===== src/rtl/tmr_pair_pkg.sv =====
// Shared types and register addresses for the cascadable timer pair.
package tmr_pair_pkg;

    // Per-channel count source encoding; the numeric values are software-visible.
    typedef enum logic [2:0] {
        SEL_OFF      = 3'd0,
        SEL_DIV_LO   = 3'd1,
        SEL_DIV_MID  = 3'd2,
        SEL_DIV_HI   = 3'd3,
        SEL_CASCADE  = 3'd4,
        SEL_EXT_RISE = 3'd5,
        SEL_EXT_FALL = 3'd6,
        SEL_EXT_BOTH = 3'd7
    } clk_sel_e;

    // Register addresses: base plus channel index (0 = A, 1 = B).
    localparam logic [2:0] ADDR_SEL_BASE   = 3'd0;
    localparam logic [2:0] ADDR_CNT_BASE   = 3'd2;
    localparam logic [2:0] ADDR_MATCH_BASE = 3'd4;

endpackage


===== src/rtl/tmr_prescaler.sv =====
// Free-running prescaler with three taps.
// Each tap output is a one-cycle pulse registered on the cycle in which
// counter bit (LOG-1) falls from 1 to 0, i.e. once every 2**LOG cycles.
// Assumes LOG_LO <= LOG_MID <= LOG_HI, all at least 1.
module tmr_prescaler #(
    parameter int LOG_LO  = 3,
    parameter int LOG_MID = 6,
    parameter int LOG_HI  = 13
) (
    input  logic       clk,
    input  logic       rst_n,
    output logic [2:0] tick
);
    localparam int CNT_W = LOG_HI;

    logic [CNT_W-1:0] cnt_q;

    // Divide counter, runs from reset onward.
    always_ff @(posedge clk) begin
        if (!rst_n) cnt_q <= '0;
        else        cnt_q <= cnt_q + 1'b1;
    end

    for (genvar i = 0; i < 3; i++) begin : g_tap
        localparam int L = (i == 0) ? LOG_LO : (i == 1) ? LOG_MID : LOG_HI;
        logic tick_q;

        // Pulse when the low L bits roll over, which is the fall of bit L-1.
        always_ff @(posedge clk) begin
            if (!rst_n) tick_q <= 1'b0;
            else        tick_q <= &cnt_q[L-1:0];
        end
        assign tick[i] = tick_q;

        // a tap pulse coincides with the low bits having just rolled to zero
        a_r3_tick_at_roll: assert property (@(posedge clk) disable iff (!rst_n)
            tick_q |-> (cnt_q[L-1:0] == '0));
        // a tap pulse lasts one cycle
        a_r3_tick_single: assert property (@(posedge clk) disable iff (!rst_n)
            tick_q |=> !tick_q);
    end

endmodule


===== src/rtl/tmr_ext_edge.sv =====
// Two-flop synchronizer for the external count clock, followed by edge
// detection against the previous synchronized sample.
// Assumes ext_clk levels are held for at least two system clocks.
module tmr_ext_edge (
    input  logic clk,
    input  logic rst_n,
    input  logic ext_clk,
    output logic rise,
    output logic fall
);
    logic [1:0] sync_q;
    logic       prev_q;

    // Synchronize the pin and keep one older sample.
    always_ff @(posedge clk) begin
        if (!rst_n) begin
            sync_q <= '0;
            prev_q <= 1'b0;
        end else begin
            sync_q <= {sync_q[0], ext_clk};
            prev_q <= sync_q[1];
        end
    end

    assign rise =  sync_q[1] & ~prev_q;
    assign fall = ~sync_q[1] &  prev_q;

    // a detected edge is one cycle long for a held pin level
    a_r4_rise_single: assert property (@(posedge clk) disable iff (!rst_n)
        rise |=> !rise);
    a_r4_fall_single: assert property (@(posedge clk) disable iff (!rst_n)
        fall |=> !fall);

endmodule


===== src/rtl/tmr_channel.sv =====
// One timer channel: select register, up-counter and match register.
// Picks its step enable from the select code and raises registered
// one-cycle overflow and match pulses. A counter write wins over a step.
// Assumes casc_in is already a one-cycle pulse from the partner channel.
module tmr_channel
    import tmr_pair_pkg::*;
#(
    parameter int W = 8
) (
    input  logic         clk,
    input  logic         rst_n,
    input  logic [2:0]   tick,
    input  logic         ext_rise,
    input  logic         ext_fall,
    input  logic         casc_in,
    input  logic         casc_block,
    input  logic         wr_sel,
    input  logic         wr_cnt,
    input  logic         wr_match,
    input  logic [W-1:0] wr_data,
    output clk_sel_e     sel,
    output logic [W-1:0] cnt,
    output logic [W-1:0] match_val,
    output logic         ovf,
    output logic         hit
);
    localparam logic [W-1:0] CNT_MAX = '1;

    clk_sel_e     sel_q;
    logic [W-1:0] cnt_q, match_q, cnt_nxt;
    logic         inc, ovf_q, hit_q;

    // Step-enable selection from the select code.
    always_comb begin
        unique case (sel_q)
            SEL_DIV_LO:   inc = tick[0];
            SEL_DIV_MID:  inc = tick[1];
            SEL_DIV_HI:   inc = tick[2];
            SEL_CASCADE:  inc = casc_in & ~casc_block;
            SEL_EXT_RISE: inc = ext_rise;
            SEL_EXT_FALL: inc = ext_fall;
            SEL_EXT_BOTH: inc = ext_rise | ext_fall;
            default:      inc = 1'b0;
        endcase
    end

    assign cnt_nxt = cnt_q + 1'b1;

    // Registers, counter update and event pulses.
    always_ff @(posedge clk) begin
        if (!rst_n) begin
            sel_q   <= SEL_OFF;
            cnt_q   <= '0;
            match_q <= '0;
            ovf_q   <= 1'b0;
            hit_q   <= 1'b0;
        end else begin
            ovf_q <= 1'b0;
            hit_q <= 1'b0;
            if (wr_cnt) begin
                cnt_q <= wr_data;
            end else if (inc) begin
                cnt_q <= cnt_nxt;
                ovf_q <= (cnt_q == CNT_MAX);
                hit_q <= (cnt_nxt == match_q);
            end
            if (wr_match) match_q <= wr_data;
            if (wr_sel)   sel_q   <= clk_sel_e'(wr_data[2:0]);
        end
    end

    assign sel       = sel_q;
    assign cnt       = cnt_q;
    assign match_val = match_q;
    assign ovf       = ovf_q;
    assign hit       = hit_q;

    // with no source selected the counter holds unless written
    a_r2_off_hold: assert property (@(posedge clk) disable iff (!rst_n)
        (sel_q == SEL_OFF && !wr_cnt) |=> cnt_q == $past(cnt_q));
    // an overflow pulse follows a wrap to zero
    a_r8_ovf_zero: assert property (@(posedge clk) disable iff (!rst_n)
        ovf_q |-> cnt_q == '0);
    // a match pulse means the counter equals the match value it was compared with
    a_r9_hit_equal: assert property (@(posedge clk) disable iff (!rst_n)
        hit_q |-> cnt_q == $past(match_q));
    // a counter write loads its value and raises no pulse
    a_r10_write_wins: assert property (@(posedge clk) disable iff (!rst_n)
        wr_cnt |=> (cnt_q == $past(wr_data)) && !ovf_q && !hit_q);

endmodule


===== src/rtl/tmr_pair_clksel.sv =====
// Top level: a shared prescaler, external-clock edge detection, and two
// timer channels with asymmetric cascading. Channel A (index 0) steps on
// B's overflow; channel B (index 1) steps on A's match. Both in cascade
// mode is blocked so neither counts. Reads are combinational.
module tmr_pair_clksel
    import tmr_pair_pkg::*;
#(
    parameter int CNT_W   = 8,
    parameter int LOG_LO  = 3,
    parameter int LOG_MID = 6,
    parameter int LOG_HI  = 13
) (
    input  logic             clk,
    input  logic             rst_n,
    input  logic             ext_clk,
    input  logic             wr_en,
    input  logic [2:0]       wr_addr,
    input  logic [CNT_W-1:0] wr_data,
    input  logic [2:0]       rd_addr,
    output logic [CNT_W-1:0] rd_data,
    output logic             ovf_a,
    output logic             ovf_b,
    output logic             match_a,
    output logic             match_b
);
    localparam int NCH = 2;

    logic [2:0]       tick;
    logic             ext_rise, ext_fall;
    clk_sel_e         sel   [NCH];
    logic [CNT_W-1:0] cnt   [NCH];
    logic [CNT_W-1:0] mval  [NCH];
    logic [NCH-1:0]   ovf, hit, casc;
    logic             both_cascade;

    tmr_prescaler #(.LOG_LO(LOG_LO), .LOG_MID(LOG_MID), .LOG_HI(LOG_HI)) u_pre (
        .clk(clk), .rst_n(rst_n), .tick(tick)
    );

    tmr_ext_edge u_ext (
        .clk(clk), .rst_n(rst_n), .ext_clk(ext_clk), .rise(ext_rise), .fall(ext_fall)
    );

    assign both_cascade = (sel[0] == SEL_CASCADE) && (sel[1] == SEL_CASCADE);

    for (genvar g = 0; g < NCH; g++) begin : g_ch
        localparam logic [2:0] IDX = 3'(g);
        // Lower channel takes the upper overflow; upper takes the lower match.
        assign casc[g] = (g == 0) ? ovf[1] : hit[0];

        tmr_channel #(.W(CNT_W)) u_ch (
            .clk        (clk),
            .rst_n      (rst_n),
            .tick       (tick),
            .ext_rise   (ext_rise),
            .ext_fall   (ext_fall),
            .casc_in    (casc[g]),
            .casc_block (both_cascade),
            .wr_sel     (wr_en && wr_addr == ADDR_SEL_BASE + IDX),
            .wr_cnt     (wr_en && wr_addr == ADDR_CNT_BASE + IDX),
            .wr_match   (wr_en && wr_addr == ADDR_MATCH_BASE + IDX),
            .wr_data    (wr_data),
            .sel        (sel[g]),
            .cnt        (cnt[g]),
            .match_val  (mval[g]),
            .ovf        (ovf[g]),
            .hit        (hit[g])
        );
    end

    // Combinational read-back multiplexer.
    always_comb begin
        unique case (rd_addr)
            3'd0:    rd_data = CNT_W'(sel[0]);
            3'd1:    rd_data = CNT_W'(sel[1]);
            3'd2:    rd_data = cnt[0];
            3'd3:    rd_data = cnt[1];
            3'd4:    rd_data = mval[0];
            3'd5:    rd_data = mval[1];
            default: rd_data = '0;
        endcase
    end

    assign ovf_a   = ovf[0];
    assign ovf_b   = ovf[1];
    assign match_a = hit[0];
    assign match_b = hit[1];

    // with both channels cascaded and no write, neither counter moves
    a_r7_cross_hold: assert property (@(posedge clk) disable iff (!rst_n)
        (both_cascade && !wr_en) |=> (cnt[0] == $past(cnt[0])) && (cnt[1] == $past(cnt[1])));
    // an upper overflow steps a cascaded lower channel on the next edge
    a_r5_chain_step: assert property (@(posedge clk) disable iff (!rst_n)
        (ovf[1] && sel[0] == SEL_CASCADE && sel[1] != SEL_CASCADE && !wr_en)
            |=> cnt[0] == $past(cnt[0]) + 1'b1);
    // a lower match steps a cascaded upper channel on the next edge
    a_r6_match_step: assert property (@(posedge clk) disable iff (!rst_n)
        (hit[0] && sel[1] == SEL_CASCADE && sel[0] != SEL_CASCADE && !wr_en)
            |=> cnt[1] == $past(cnt[1]) + 1'b1);

endmodule


===== config.mk =====
export PLATFORM = sky130hd
export DESIGN_NAME = tmr_pair_clksel
export DESIGN_NICKNAME = d
export VERILOG_FILES = /design/src/rtl/tmr_pair_pkg.sv /design/src/rtl/tmr_prescaler.sv /design/src/rtl/tmr_ext_edge.sv /design/src/rtl/tmr_channel.sv /design/src/rtl/tmr_pair_clksel.sv
export SDC_FILE = /design/constraint.sdc
export NUM_CORES = 1
export LEC_CHECK = 0
export CORE_MARGIN = 2
export CORE_UTILIZATION = 55
export CTS_CLUSTER_DIAMETER = 30
export DETAILED_ROUTE_END_ITERATION = 10
export PLACE_DENSITY = 0.76
export SETUP_SLACK_MARGIN = 0.1
export SYNTH_ARGS = -nofsm -noshare
export SYNTH_HDL_FRONTEND = slang
export SYNTH_HIERARCHICAL = 1
export SYNTH_SLANG_ARGS = --single-unit

===== constraint.sdc =====
create_clock -name clk -period 5.85 [get_ports clk]
set_clock_uncertainty 0.2 [all_clocks]
set_input_delay 1.17 -clock clk [delete_from_list [all_inputs] [get_ports clk]]
set_output_delay 1.17 -clock clk [all_outputs]
set_load 0.05 [all_outputs]

# == Word-level counts from Yosys, hierarchy flattened ==
# Index checks and enable logic that the tools add are counted.
# word_totals
regBits,61
inputBits,18
output_inout_bits,12
word_cells,81
# op_classes
n_addsub,3
n_eq_ne,28
mux,7
bitwise,11
reduce_logical,16
# ops
cell,n
$pmux 8 s6,1
$eq 3x3->1 const B,12
$mux 8,4
$eq 3x2->1 const B,8
$add 8x1->8 const B,2
$eq 8x8->1,2
$eq 8x8->1 const B,2
$pmux 1 s7,2
$add 13x1->13 const B,1
$reduce_and 13->1,1
$eq 3x1->1 const B,4
$logic_and 1x1->1,7
$logic_not 3->1,2
$not 1->1,6
$reduce_and 6->1,1
$reduce_or 3->1,2
$and 1x1->1,4
$reduce_bool 2->1,2
$reduce_and 3->1,1
$or 1x1->1,1

# == Logic depth before layout (Yosys ltp) ==
# Gate-level depths: netlist (run 1).
# depth
word_depth,7
depth_mapped,9
mapped_depth_nobuf,8

# == Cells and area by module ==
# The synthesis (run 1) kept the hierarchy.
# modules_own_cells
mod,n_inst,cells_per_inst,area_per_inst_um2,seq_area_each_um2
tmr_channel (g_ch[0].u_ch),1,129,1181.1,420.4
tmr_channel (g_ch[1].u_ch),1,120,1111.1,420.4
tmr_prescaler,1,70,670.6,320.3
tmr_pair_clksel,1,51,390.4,0.0
tmr_ext_edge,1,8,91.3,60.1

# == Worst setup path before layout (run 1) ==
# Ideal clock, no wire load.
# synth_timing
path_kind,input to output
start,in rd_addr[2]
end,out rd_data[1]
arrival_time_ns,2.441
required_ns,4.480
path_slack_ns,2.039
stages,3
n_path_buf,1
path_cell_list,buf_4 -> or2b_1 -> o221ai_1
# synth_via
elab_chain_cells,2
elab_cells_between_ends,7
classes_between,eq/ne (5); mux (1); reduce/logical (1)
# synth_lines
item,line_no,text
"start, declared",tmr_pair_clksel.sv:19,"input logic [2:0] rd_addr,"
"$eq 3x3->1, or another cell as far along",tmr_pair_clksel.sv:73,unique case (rd_addr)
$pmux 8 s6 *,tmr_pair_clksel.sv:73,
"end, declared",tmr_pair_clksel.sv:20,"output logic [CNT_W-1:0] rd_data,"
# Every way passes the cells marked *; elsewhere a longest branch is shown, timed or not.

# == Worst setup path in the final report (run 1) ==
# layout_timing
start,in rd_addr[0]
end,out rd_data[0]
# Same word-level chain as after synthesis.

==> results.cfg, run 1 <==
[critical_path]
worstPathArrival_ns = 3.31
ff2ff_path_depth = 7
cp-end-kind = output port
r2r_end = g_ch[0].u_ch/cnt[6]$_SDFFE_PN0P_
rrSetupSlack_ns = 3.44
r2r_start = g_ch[1].u_ch/sel[2]$_SDFFE_PN0P_
cp-start-kind = primary input
critPathMaxFanout = 20
required_ns = 4.48
critPathKind = primary input to output port

[sta]
fmax_ghz = 0.2136
finalMaxSlewViolations = 0
rsz0062_at_grt = false
slew_headroom_pct = 38.55
worst_pin_slew_ns = 0.9183
worst_slack_ns = 1.168
fin_crit_sh_pct = 80.03
finalHoldViolations = 0
period_needed_ns = 4.682
finalSetupViolCount = 0
fin_setup_tns_ns = 0

[synthesis]
synth_most_common_cell = dfxtp_1
avgSynthCellArea_um2 = 9.113
yosys-top-cells-count = dfxtp_1 (61), mux2i_1 (41), nor2b_1 (27)
synthesis.nets = 400
yosysWarnings = 6
yosysTopAreaCell = dfxtp_1
netlist_area_mm2 = 0.003445
async_flop_share_pct = 0
synth_top_area_share_pct = 35.45
yosys_register_bits = 61
synth-seq-area-share_pct = 35.45
synth_edf_count = 0
syn_inst = 378
ys.flop_type = dfxtp_1
ys_types = 60
synth_area_leaders = dfxtp_1 (35%), mux2i_1 (12%), nor2b_1 (4.9%)

[place]
placed_area_mm2 = 0.003757
dpl.hpwl_mm = 5.764
post-place-ws_ns = 1.164
port_buffers = 29
gp_congestion = 0.9483
dp.cells = 469

[global_routing]
grt_max_degree = 53
grt-ovfl-total = 0
antenna_found_initial = 0
grt_pass1_vias = 2682
grt_pass1_wl_mm = 13.18
grt_util_all_layers_pct = 23.56

[cells_and_area]
fin_area_mm2 = 0.003956
stdcell_count = 485
area.growth.synth_to_final_pct = 14.86
layout-drive-gt1-share_pct = 7.805
utilization_pct = 66.04
layout.nets = 427
diodes = 0

[routing]
postRouteAntennaNets = 0
via_per_inst = 6.142
vias = 2979
drt_iter0_markers = 176
drt_wl_total_mm = 8.264
dr.pass1.iters = 6
drcViolationCount = 0
wl_per_cell_um = 17.04

[clocking]
cts_tree = yes
clock_latency_ns = 0.35
clock_path_buffers = 2
post_cts_buffers = 0
path_clk_slew_ns = 0.07
cts_root_buffer = clkbuf_8
cts_buffers = 9
cts_sinks = 61
cts_hold_buf = 0
htreeDepth = 3
cts_resized = 0

[floorplan]
num_rows = 28
die_h_um = 83.14
fp.dieW_um = 83.14
dieArea_mm2 = 0.006912
core_mm2 = 0.005991
ios = 30
start_util_pct = 57.50

[power_and_ir_drop]
power.density_mw_per_mm2 = 231.0
switching_power_uw = 247.2
power.share.clock_pct = 41.3
sw_frac_of_total_pct = 27.04
combPwrFrac_pct = 10.2
p_leak_nw = 1.360
pwr-share-seq_pct = 48.5
internal_power_uw = 666.9
max-vdd-ir-drop_uv = 155.3

[hold_path]
hold_depth = 1
holdCritPathClass = register to register
hold_end = u_ext/sync_q[1]$_SDFF_PN0_
worstHoldStart = u_ext/sync_q[0]$_SDFF_PN0_

[outcome]
status = finished clean

[job]
cap_violations = 0
==> through the flow <==
stage / power [mW] / hold slack, ns
finish: 0.9141 / 0.2502
global route: 0.9496 / 0.2599
CTS: 0.9199 / 0.2484
detailed placement: 0.5445 / 0.2316
global placement: 0.5422 / 0.2139
floorplan: 0.5091 / 0.2118
==> flip-flops by register name (all words and copies together) (netlist names) <==
name / count
u_pre/cnt_q: 13
g_ch.u_ch/match_val: 16
g_ch.u_ch/hit: 2
u_ext/prev_q: 1
u_ext/sync_q: 2
g_ch.u_ch/cnt: 16
u_pre/g_tap.tick_q: 3
g_ch.u_ch/sel: 6
g_ch.u_ch/ovf: 2
==> per-layer routing <==
metal  global-route usage [%]  share of wire (%)
met2                    34.53                 44
met4                    10.43                2.2
met1                    33.04                 49
met3                    5.368                4.5
met5                        0                  0
==> area by class of cell <==
class,count,area (um^2)
multi-input combinational,294,2100
fill,479,2034
sequential,61,1221
timing repair buffer,33,320.3
clock buffer,9,123.9
tap,75,93.84
clock inverter,7,75.07
inverter,6,22.52
==> placed cells by master, fill, tap and decap left out, types with 3 or more instances in the layout <==
cell type        count
a211o_1              3
a21oi_1             12
a31oi_1             11
and2_1               7
and3_1               5
buf_4                4
clkbuf_8             9
clkdlybuf4s50_1     29
clkinvlp_4           3
dfxtp_1             61
ha_1                 4
inv_1                6
mux2i_1             41
nand2_1             15
nand2b_1             6
nand3_1             12
nand4_1              8
nor2_1               9
nor2b_1             27
nor3_1              11
nor4_1               5
o21ai_0             26
o21ai_1              3
o221ai_1             3
o22ai_1              5
o31a_1               3
o31ai_1              6
or3_1                9
or4_1                6
xnor2_1             13
xor2_1              10
==> critical path, cell delays in order <==
cell and delay, ns:
clkdlybuf4s50_1 0.46, buf_4 0.29, mux2_2 0.38, o311a_1 0.31, clkdlybuf4s50_1 0.71
==> worst max path at each step <==
stage / startpoint / to / depth (start not counted)
final: rd_addr[0] / rd_data[0] / 5
after global routing: rd_addr[2] / rd_data[2] / 4
after CTS: rd_addr[0] / rd_data[0] / 5
after detailed placement: rd_addr[0] / rd_data[0] / 5
after global placement: rd_addr[0] / rd_data[0] / 5
after floorplan: rd_addr[2] / rd_data[1] / 3
==> power groups by stage <==
stage	clock network, mW	registers, mW	logic (mW)
3_5_place_dp	0	0.452	0.0924
2_1_floorplan	0	0.447	0.0623
3_3_place_gp	0	0.452	0.0903
4_1_cts	0.385	0.443	0.0928
6_report	0.378	0.443	0.0933
5_1_grt	0.404	0.445	0.101
==> cells by family after synthesis <==
group,Yosys count,synth area share (%)
multiplexers,43,12.57
adder cells (fa/ha/maj),4,1.453
AO/OA/AOI/OAI,87,16.82
flip-flops,61,35.45
XOR/XNOR,23,5.848
buffers and inverters,23,3.596
AND/OR/NAND/NOR,137,24.26
Power figures use the tool's default switching activity.
==> run 2, diff against run 1 <==
==> constraint.sdc (replaced) <==
create_clock -name clk -period 4.6 [get_ports clk]
set_clock_uncertainty 0.2 [all_clocks]
set_input_delay 0.92 -clock clk [delete_from_list [all_inputs] [get_ports clk]]
set_output_delay 0.92 -clock clk [all_outputs]
set_load 0.05 [all_outputs]
==> run 2 against run 1 <==
  * Design area rose by 0.60%
  * Final cell count rose by 0.21%
  * Setup slack got worse by 0.23 ns
  * Hold slack got worse by 0.0091 ns
  * Non-clock buffer count rose by 1
  * Largest cell class unchanged
  * Sequential power rose by 27%
  * Critical path type unchanged
  * Via count fell by 1.3%
  * Register-to-register slack got worse by 1.2 ns
  * Wire length fell by 2.0%
  * Flip-flop and latch count did not move
  * Highest routed layer unchanged
  * First-iteration DRC count fell by 9.1%
  * Power rose by 29%
==> results.cfg, run 2 (synthesized netlist as in run 1, its figures left out) <==
[floorplan]
die_h_um = 83.14
start_util_pct = 57.50
dieArea_mm2 = 0.006912
ios = 30
num_rows = 28
fp.dieW_um = 83.14
core_mm2 = 0.005991

[place]
gp_congestion = 0.9337
port_buffers = 29
dpl.hpwl_mm = 5.777
post-place-ws_ns = 0.9955

[global_routing]
grt-busiest-layer = met2
met3_usage_pct = 6.362
grt-ovfl-total = 0
met1_usage_pct = 32.98
grt_pass1_vias = 2671
met2_usage_pct = 35.85
grt_max_degree = 27
grt_pass1_wl_mm = 13.22
grt_util_all_layers_pct = 23.77
antenna_found_initial = 0

[hold_path]
hold_depth = 1
holdCritPathClass = register to register

[sta]
finalHoldViolations = 0
finalSetupViolCount = 0
fmax_ghz = 0.2733
period_needed_ns = 3.659
slew_headroom_pct = 39.45
rsz0062_at_grt = false
worst_slack_ns = 0.9407
worst_pin_slew_ns = 0.9050
fin_setup_tns_ns = 0
fin_crit_sh_pct = 79.55
hold-worst-slack_ns = 0.2411
finalMaxSlewViolations = 0

[routing]
postRouteAntennaNets = 0
vias = 2940
drt_wl_total_mm = 8.101
wl_per_cell_um = 16.67
drt_iter0_markers = 160
via_per_inst = 6.049
drcViolationCount = 0
dr.pass1.iters = 4

[outcome]
status = finished clean

[cells_and_area]
final_common_cell = dfxtp_1
multi_input_comb_area_mm2 = 0.002100
layout_common_cells = dfxtp_1 (61), mux2i_1 (41), nor2b_1 (27)
seq_area_mm2 = 0.001221
diodes = 0
area.growth.synth_to_final_pct = 15.55
utilization_pct = 66.44
fillers = 502
layout-drive-gt1-share_pct = 9.976
layout.nets = 428

[clocking]
cts_hold_buf = 0
htreeDepth = 3
cts_root_buffer = clkbuf_8
cts_tree = yes
path_clk_slew_ns = 0.07
clock_path_buffers = 2
post_cts_buffers = 0
cts_resized = 0
cts_sinks = 61
clock_latency_ns = 0.34
cts_buffers = 9

[power_and_ir_drop]
switching_power_uw = 303.4
pwr-share-seq_pct = 47.7
power.density_mw_per_mm2 = 297.0
p_leak_nw = 1.397
power.share.clock_pct = 42.0
max-vdd-ir-drop_uv = 224.5
sw_frac_of_total_pct = 25.67
combPwrFrac_pct = 10.3
internal_power_uw = 878.5

[critical_path]
ff2ff_path_depth = 8
cp-start-kind = primary input
critPathMaxFanout = 19
rrSetupSlack_ns = 2.28
critPathKind = primary input to output port
required_ns = 3.48
worstPathArrival_ns = 2.54
cp-end-kind = output port

[job]
cap_violations = 0
## run 2: cell type report
class	instances	area share, %
inverter	6	0.5659
tap	75	2.358
clock inverter	5	1.478
clock buffer	11	3.804
timing repair buffer	34	8.362
multi-input combinational	294	52.75
sequential	61	30.68
## run 2: critical path, cell delays in order
cell and delay, ns:
clkdlybuf4s50_1 0.50, buf_4 0.30, mux2i_1 0.24, a211o_1 0.14, o221ai_1 0.21, buf_12 0.23
## run 2: path summary, 6_finish.rpt
path | start | end
max | rd_addr[0] | rd_data[1]
min | u_ext/sync_q[0]$_SDFF_PN0_ | u_ext/sync_q[1]$_SDFF_PN0_
max reg2reg | g_ch[1].u_ch/sel[1]$_SDFFE_PN0P_ | g_ch[0].u_ch/cnt[6]$_SDFFE_PN0P_
min reg2reg | u_ext/sync_q[0]$_SDFF_PN0_ | u_ext/sync_q[1]$_SDFF_PN0_
## run 2: routing by layer
metal	vias to the layer above	wire [um]
met1	1388	3950
met5	-	0
met3	9	361
li1	1472	-
met4	0	107
met2	71	3682
## run 2: stage by stage
stage | instances | total power [mW] | area, um^2
after global placement | 470 | 0.6921 | 3770
after detailed placement | 470 | 0.6946 | 3770
after global routing | 486 | 1.233 | 3980
after floorplan | 378 | 0.6474 | 3445
after CTS | 486 | 1.193 | 3980
final | 486 | 1.182 | 3980
## run 2: power groups by stage
stage	Clock [mW]	Sequential, mW	Combinational, mW
floorplan	0	0.568	0.0792
global placement	0	0.575	0.117
detailed placement	0	0.575	0.120
CTS	0.510	0.563	0.121
global route	0.536	0.565	0.132
finish	0.497	0.563	0.122
==> run 3, diff against run 2 <==
==> constraint.sdc (replaced) <==
create_clock -name clk -period 3.7 [get_ports clk]
set_clock_uncertainty 0.2 [all_clocks]
set_input_delay 0.74 -clock clk [delete_from_list [all_inputs] [get_ports clk]]
set_output_delay 0.74 -clock clk [all_outputs]
set_load 0.05 [all_outputs]
==> run 3 against run 2 <==
  * Final cell count did not move
  * Design area rose by 1.6%
  * Flip-flop and latch count did not move
  * First-iteration DRC count rose by 8.1%
  * Wire length rose by 2.9%
  * Global-route usage rose by 1.3 points
  * Setup slack got worse by 0.46 ns
  * Die area did not move
  * Via count rose by 3.2%
  * Combinational power rose by 28%
  * Critical endpoint unchanged
  * Largest power group unchanged
  * Highest routed layer unchanged
==> results.cfg, run 3 (synthesized netlist as in run 1, its figures left out) <==
[power_and_ir_drop]
finalPower_mw = 1.463
p_leak_nw = 1.414
max-vdd-ir-drop_uv = 294.3
power.density_mw_per_mm2 = 362.0

[clocking]
post_cts_buffers = 0
cts_buffers = 9
cts_hold_buf = 0
clock_latency_ns = 0.35
clock_path_buffers = 2
htreeDepth = 3
cts_tree = yes
cts_sinks = 61
cts_resized = 0
path_clk_slew_ns = 0.08
cts_root_buffer = clkbuf_8

[job]
cap_violations = 0

[critical_path]
cp-end-kind = output port
cp-start-kind = primary input
rrSetupSlack_ns = 1.27
critPathKind = primary input to output port
required_ns = 2.76
critPathMaxFanout = 19
worstPathArrival_ns = 2.28

[global_routing]
met3_usage_pct = 4.871
grt-ovfl-total = 0
antenna_found_initial = 0
met1_usage_pct = 33.81
grt_pass1_wl_mm = 14.00
met2_usage_pct = 39.52
grt-busiest-layer = met2
grt_pass1_vias = 2837
grt_max_degree = 53
grt_util_all_layers_pct = 25.07

[routing]
wl_per_cell_um = 17.15
postRouteAntennaNets = 0
drcViolationCount = 0
vias = 3035
dr.pass1.iters = 4
via_per_inst = 6.245
drt_iter0_markers = 173
drt_wl_total_mm = 8.333

[floorplan]
start_util_pct = 57.50
ios = 30
num_rows = 28
die_h_um = 83.14
core_mm2 = 0.005991
fp.dieW_um = 83.14
dieArea_mm2 = 0.006912

[place]
dp.cells = 470
port_buffers = 29
dpl.hpwl_mm = 5.719
gp_congestion = 0.8706

[sta]
fmax_ghz = 0.3103
finalSetupViolCount = 0
hold-worst-slack_ns = 0.2592
finalHoldViolations = 0
slew_headroom_pct = 60.58
fin_setup_tns_ns = 0
worst_pin_slew_ns = 0.5913
period_needed_ns = 3.223
fin_crit_sh_pct = 87.10
rsz0062_at_grt = false
finalMaxSlewViolations = 0

[cells_and_area]
layout-drive-gt1-share_pct = 9.976
utilization_pct = 67.48
layout_common_cells = dfxtp_1 (61), mux2i_1 (41), nor2b_1 (27)
area.growth.synth_to_final_pct = 17.36
final_common_cell = dfxtp_1
stdcell_count = 486
fillers = 481
diodes = 0
layout.nets = 428

[hold_path]
holdCritPathClass = register to register

[outcome]
status = finished clean
-- run 3: changes by cell type in the layout (fill, tap and decap cells not counted), sizes merged --
| cell | previous run | this run |
|---|---|---|
| clkbuf | 11 | 9 |
| inv | 6 | 8 |
| clkinv | 2 | 3 |
| clkinvlp | 2 | 1 |
-- run 3: worst max-delay path: stages --
cell and delay, ns:
clkdlybuf4s50_1 0.50, buf_4 0.29, mux2i_1 0.25, a211o_1 0.14
o221ai_1 0.16, buf_12 0.20
-- run 3: area by class of cell --
class                           count  area, um^2  share of cell area, %
Clock buffer                        9       123.9                  3.064
Clock inverter                      7       73.82                  1.826
Inverter                            6       22.52                 0.5571
Multi-Input combinational cell    294        2100                  51.93
Sequential cell                    61        1221                  30.21
Tap cell                           75       93.84                  2.321
Timing Repair Buffer               34       407.9                  10.09
-- run 3: per-layer routing --
layer,wire [um],vias up
met5,0,-
met4,214,0
met3,416,24
met2,3749,94
met1,3952,1451
li1,-,1466
-- run 3: final timing paths --
path | start | endpoint | cells past startpoint
setup reg to reg | g_ch[1].u_ch/sel[2]$_SDFFE_PN0P_ | g_ch[0].u_ch/cnt[6]$_SDFFE_PN0P_ | 7
setup / recovery | rd_addr[0] | rd_data[1] | 6
hold reg to reg | u_ext/sync_q[0]$_SDFF_PN0_ | u_ext/sync_q[1]$_SDFF_PN0_ | 1
hold / removal | u_ext/sync_q[0]$_SDFF_PN0_ | u_ext/sync_q[1]$_SDFF_PN0_ | 1
-- run 3: power breakdown --
part           switching [mW]  total (mW)  leakage, nW  internal, mW
Sequential             0.0273       0.700        0.494         0.673
Clock                   0.293       0.607        0.100         0.314
Combinational          0.0802       0.156        0.820        0.0757
Total                   0.400        1.46         1.41          1.06
-- run 3: per-stage QoR --
stage	cell area [um^2]	worst slack (ns)
floorplan	3445	0.7490
global placement	3845	0.4956
detailed placement	3845	0.4547
CTS	4043	0.4546
global route	4043	0.3823
finish	4043	0.4772
